### config.mk
export PLATFORM = sky130hd
export DESIGN_NAME = ifq_front
export DESIGN_NICKNAME = d
export VERILOG_FILES = /design/src/rtl/ifq_pkg.sv /design/src/rtl/ifq_arbiter.sv /design/src/rtl/ifq_pc.sv /design/src/rtl/ifq_queue.sv /design/src/rtl/ifq_front.sv
export SDC_FILE = /design/constraint.sdc
export NUM_CORES = 1
export LEC_CHECK = 0
export BUFFER_PORTS_ARGS = -buffer_cell sky130_fd_sc_hd__buf_2
export CAP_MARGIN = 20
export CELL_PAD_IN_SITES_DETAIL_PLACEMENT = 1
export CELL_PAD_IN_SITES_GLOBAL_PLACEMENT = 2
export CORE_MARGIN = 2
export CORE_UTILIZATION = 28
export CTS_CLUSTER_DIAMETER = 40
export DETAILED_ROUTE_END_ITERATION = 12
export PLACE_DENSITY_LB_ADDON = 0.2
export SKIP_CTS_REPAIR_TIMING = 1
export SLEW_MARGIN = 10
export SYNTH_ARGS = -nofsm -noshare
export SYNTH_HDL_FRONTEND = slang
export SYNTH_SLANG_ARGS = --single-unit
### constraint.sdc
create_clock -name clk -period 8.2 [get_ports clk]
set_clock_uncertainty 0.05 [all_clocks]
set_input_delay 0.82 -clock clk [delete_from_list [all_inputs] [get_ports clk]]
set_output_delay 0.82 -clock clk [all_outputs]
set_load 0.05 [all_outputs]
### src/rtl/ifq_pkg.sv
package ifq_pkg;

    typedef logic [1:0] qcnt_t;

    localparam qcnt_t QFULL = 2'd2;

    typedef enum logic [1:0] {
        BUS_IDLE   = 2'd0,
        BUS_FETCH  = 2'd1,
        BUS_DREAD  = 2'd2,
        BUS_DWRITE = 2'd3
    } bus_op_e;

    // Words removed by an instruction of the given length flag.
    function automatic qcnt_t words_for(input logic two);
        return two ? 2'd2 : 2'd1;
    endfunction

endpackage

### src/rtl/ifq_arbiter.sv
module ifq_arbiter
    import ifq_pkg::*;
(
    input  logic    rst,
    input  logic    flush,
    input  qcnt_t   q_count,
    input  logic    pop_ok,
    input  logic    dreq,
    input  logic    dwe,
    output logic    fetch_go,
    output logic    grant,
    output bus_op_e bus_op
);

    logic live;

    always_comb begin
        live     = !rst && !flush;
        // Refill wins whenever the queue would end the cycle short.
        fetch_go = live && ((q_count < QFULL) || pop_ok);
        grant    = live && dreq && !fetch_go;
        if (fetch_go)
            bus_op = BUS_FETCH;
        else if (grant)
            bus_op = dwe ? BUS_DWRITE : BUS_DREAD;
        else
            bus_op = BUS_IDLE;
    end

endmodule

### src/rtl/ifq_pc.sv
module ifq_pc #(
    parameter int              AW       = 16,
    parameter logic [AW-1:0]   RESET_PC = '0
) (
    input  logic          clk,
    input  logic          rst,
    input  logic          flush,
    input  logic [AW-1:0] flush_pc,
    input  logic          advance,
    output logic [AW-1:0] pc
);

    always_ff @(posedge clk) begin
        if (rst)
            pc <= RESET_PC;
        else if (flush)
            pc <= flush_pc;
        else if (advance)
            pc <= pc + AW'(1);
    end

endmodule

### src/rtl/ifq_queue.sv
module ifq_queue
    import ifq_pkg::*;
#(
    parameter int DW = 16
) (
    input  logic          clk,
    input  logic          rst,
    input  logic          flush,
    input  qcnt_t         take,
    input  logic          push,
    input  logic [DW-1:0] push_word,
    output qcnt_t         count,
    output logic [DW-1:0] head,
    output logic [DW-1:0] second
);

    qcnt_t         left;
    qcnt_t         count_n;
    logic [DW-1:0] head_n;
    logic [DW-1:0] second_n;

    always_comb begin
        left     = count - take;
        head_n   = head;
        second_n = second;
        if (take == 2'd1)
            head_n = second;
        if (push) begin
            if (left == 2'd0)
                head_n = push_word;
            else
                second_n = push_word;
        end
        count_n = left + qcnt_t'(push);
    end

    always_ff @(posedge clk) begin
        if (rst || flush)
            count <= '0;
        else
            count <= count_n;
        head   <= head_n;
        second <= second_n;
    end

endmodule

### src/rtl/ifq_front.sv
module ifq_front
    import ifq_pkg::*;
#(
    parameter int            AW       = 16,
    parameter int            DW       = 16,
    parameter logic [AW-1:0] RESET_PC = '0
) (
    input  logic          clk,
    input  logic          rst,
    input  logic          flush,
    input  logic [AW-1:0] flush_pc,
    input  logic          pop,
    input  logic          pop_two,
    output logic [1:0]    q_count,
    output logic [DW-1:0] q_head,
    output logic [DW-1:0] q_next,
    input  logic          dreq,
    input  logic          dwe,
    input  logic [AW-1:0] daddr,
    input  logic [DW-1:0] dwdata,
    output logic          dgrant,
    output logic [DW-1:0] drdata,
    output logic [AW-1:0] bus_addr,
    output logic          bus_rd,
    output logic          bus_wr,
    output logic [DW-1:0] bus_wdata,
    input  logic [DW-1:0] bus_rdata
);

    qcnt_t         count;
    qcnt_t         need;
    qcnt_t         take;
    logic          pop_ok;
    logic          fetch_go;
    bus_op_e       bus_op;
    logic [AW-1:0] pc;

    always_comb begin
        need   = words_for(pop_two);
        pop_ok = pop && (count >= need);
        take   = pop_ok ? need : '0;
    end

    ifq_arbiter u_arb (
        .rst      (rst),
        .flush    (flush),
        .q_count  (count),
        .pop_ok   (pop_ok),
        .dreq     (dreq),
        .dwe      (dwe),
        .fetch_go (fetch_go),
        .grant    (dgrant),
        .bus_op   (bus_op)
    );

    ifq_pc #(.AW(AW), .RESET_PC(RESET_PC)) u_pc (
        .clk      (clk),
        .rst      (rst),
        .flush    (flush),
        .flush_pc (flush_pc),
        .advance  (fetch_go),
        .pc       (pc)
    );

    ifq_queue #(.DW(DW)) u_q (
        .clk       (clk),
        .rst       (rst),
        .flush     (flush),
        .take      (take),
        .push      (fetch_go),
        .push_word (bus_rdata),
        .count     (count),
        .head      (q_head),
        .second    (q_next)
    );

    always_comb begin
        bus_rd    = (bus_op == BUS_FETCH) || (bus_op == BUS_DREAD);
        bus_wr    = (bus_op == BUS_DWRITE);
        bus_wdata = bus_wr ? dwdata : '0;
        case (bus_op)
            BUS_FETCH:              bus_addr = pc;
            BUS_DREAD, BUS_DWRITE:  bus_addr = daddr;
            default:                bus_addr = '0;
        endcase
        drdata  = bus_rdata;
        q_count = count;
    end

endmodule

==> impl_metrics.env <==
export IMPL_synth_top_area_share_pct=22.8
export IMPL_ys_async_sr_fraction_pct=0
export IMPL_cap_violations=0
export IMPL_layout_drive_gt1_share_pct=49.2
export IMPL_grt_overflow=0
export IMPL_gp_congestion=0.729
export IMPL_drcViolationCount=0
export IMPL_yosysTopAreaCell="dfxtp_1"
export IMPL_status="completed"
export IMPL_numPlacedInstances=553
export IMPL_grt_pass1_vias=2533
export IMPL_detailroute_via_count=2597
export IMPL_ctsHtreeMaxLevel=2
export IMPL_drt_wl_total_microns=8460
export IMPL_stdcell_count=561
export IMPL_ios=156
export IMPL_ir_worst_vdd_uv=81.6
export IMPL_syn_area_per_cell_sq_um=10.2
export IMPL_io_buffers=155
export IMPL_syn2layout_area_growth_pct=28.0
export IMPL_synthCells=294
export IMPL_synth_top_family_by_area="simple AND/OR/NAND/NOR gates"
export IMPL_r2r_end="u_q.second[15]$_DFFE_PP_"
export IMPL_cts_path_max_buffers=2
export IMPL_slew_viol_final=0
export IMPL_reg2regPathDepth=10
export IMPL_coreArea_sq_um=10400
export IMPL_grt_first_pass_wirelength_microns=12800
export IMPL_antenna_left=0
export IMPL_setup_viol=0
export IMPL_r2r_slack_ps=4110
export IMPL_clk_pin_slew_ps=100
export IMPL_synthesis_nets=373
export IMPL_r2r_start="u_q.count[1]$_SDFF_PP0_"
export IMPL_synth_main_ff_cell="dfxtp_1"
export IMPL_critical_path_startpoint_type="input pin"
export IMPL_fillers=1266
export IMPL_clk_latency_ps=310
export IMPL_netlist_area_sq_um=2990
export IMPL_die_h_microns=107
export IMPL_fin_crit_ps=4690
export IMPL_wire_per_inst_microns=15.1
export IMPL_dp_hpwl_microns=6670
export IMPL_required_ps=7330
export IMPL_synth_compound_area_share_pct=14.2
export IMPL_ys_top_cells_by_count="dfxtp_1, and2_1, mux2_2"
export IMPL_die_area_sq_um=11500
export IMPL_num_rows=37
export IMPL_synthAdderAreaFrac_pct=3.35
export IMPL_ys_warn_count=0
export IMPL_antenna_found_initial=0
export IMPL_start_util_pct=28.8
export IMPL_power_density_nw_per_um2=203
export IMPL_ctsRootBufferMaster="clkbuf_8"
export IMPL_synth_simple_area_share_pct=16.2
export IMPL_die_w_microns=107
export IMPL_worstPathMaxFanout=19
export IMPL_timing_final_ws_setup_ps=3510
export IMPL_min_to="u_q.head[5]$_DFF_P_"
export IMPL_synth_area_leaders="dfxtp_1, edfxtp_1, mux2_2"
export IMPL_antenna_cells=0
export IMPL_multi_input_area_sq_um=1560
export IMPL_dp_slack_ps=3430
export IMPL_routed_via_density=4.63
export IMPL_seqCellArea_sq_um=1160
export IMPL_grt_use_total_pct=14.1
export IMPL_maxSlewHeadroom_pct=40.8
export IMPL_p_leak_uw=0.00180
export IMPL_tightest_slew_ps=886
export IMPL_numCtsBuffers=5
export IMPL_nets=503
export IMPL_synth_seq_area_share_pct=38.8
export IMPL_cts_sinks=50
export IMPL_end_kind="output port"
export IMPL_whs_path_depth=2
export IMPL_rsz0062_at_grt="no"
export IMPL_synth_seq_cells=50
export IMPL_drtIter0Drc=87
export IMPL_total_power_uw=778
export IMPL_yosys_mux_area_fraction_pct=14.0
export IMPL_first_pass_iters=4
export IMPL_synth_xor_area_share_pct=4.10
export IMPL_finalHoldViolCount=0
export IMPL_period_share_pct=57.2
export IMPL_grt_max_degree=34
export IMPL_cts_tree="yes"
export IMPL_finalSetupTns_ps=0
export IMPL_hold_path_startpoint="u_q.head[5]$_DFF_P_"
export IMPL_synth_edf_count=16
export IMPL_worstPathArrival_ps=3820
export IMPL_synth_cell_type_count=48
export IMPL_hp_class="flop to flop"
export IMPL_hold_ws_ps=570
export IMPL_critPathKind="input pin to output port"
export IMPL_fmax_mhz=213
export IMPL_synth_most_common_cell="dfxtp_1"
metrics by stage:
step                instance area, sq um  utilization, %
floorplan                           2990               -
global placement                    3730            36.0
detailed placement                  3730            36.0
CTS                                 3830            36.9
global route                        3830            36.9
finish                              3830            36.9
layout by cell type, fill, tap and decap left out, types with 2 or more instances in the layout:
master and n:
o21ai_0 3, o21a_1 9, and2_1 23, and4_1 4
a22oi_1 16, mux2_4 10, nor2b_1 3, dfxtp_1 34
nand2b_1 2, edfxtp_1 16, a21oi_1 11, mux2_2 23
nor2_1 21, nand2_1 11, nor3_1 4, xor2_1 3
buf_2 155, and3_1 2, xnor2_1 11, inv_1 16
clkbuf_8 5, nand4_1 7, nand3_1 4, clkinv_4 2
ha_1 8
state kept, by name, indices dropped and copies added, names as in the netlist:
register and cells:
u_pc.pc 16, u_q.head 16, u_q.second 16, u_q.count 2
how the worst max path moves through the flow:
stage | startpoint | slack, ps | endpoint
2_1_floorplan | pop_two | 3850 | u_q.second[0]$_DFFE_PP_
3_3_place_gp | pop_two | 3450 | bus_addr[5]
3_5_place_dp | pop_two | 3430 | u_q.second[2]$_DFFE_PP_
4_1_cts | pop_two | 3410 | bus_addr[2]
5_1_grt | pop_two | 3090 | bus_addr[2]
6_report | pop_two | 3510 | bus_addr[0]
cell families after synthesis:
family,after synthesis
buf+inv,49
mux,34
xor+xnor,14
fa+ha+maj,8
simple gates,86
flops,50
compound gates,53
report_power, final:
part | internal [uW] | switching [uW] | total (uW) | leakage (uW)
Sequential | 293 | 24.0 | 317 | 0.000430
Clock | 63.4 | 91.6 | 155 | 0.0000502
Combinational | 108 | 198 | 306 | 0.00132
layer usage:
layer	track usage (%)	share of wire (%)
met1	18.1	45
met2	24.1	47
met3	3.09	7.2
met4	3.48	0.90
met5	0	0
final cells by class:
cell class	count	area share [%]
Clock buffer	5	1.80
Clock inverter	3	0.751
Inverter	16	1.57
Multi-Input combinational cell	195	40.7
Sequential cell	50	30.3
Tap cell	136	4.44
Timing Repair Buffer	156	20.5
critical path: stages:
cell	delay [ps]
buf_2	170
inv_1	100
ha_1	290
nand2_1	100
o211ai_2	720
nor2_2	330
inv_1	160
ha_1	500
a22oi_1	170
nor2_1	160
buf_2	280
No activity file was read; power rests on OpenSTA's default activity.
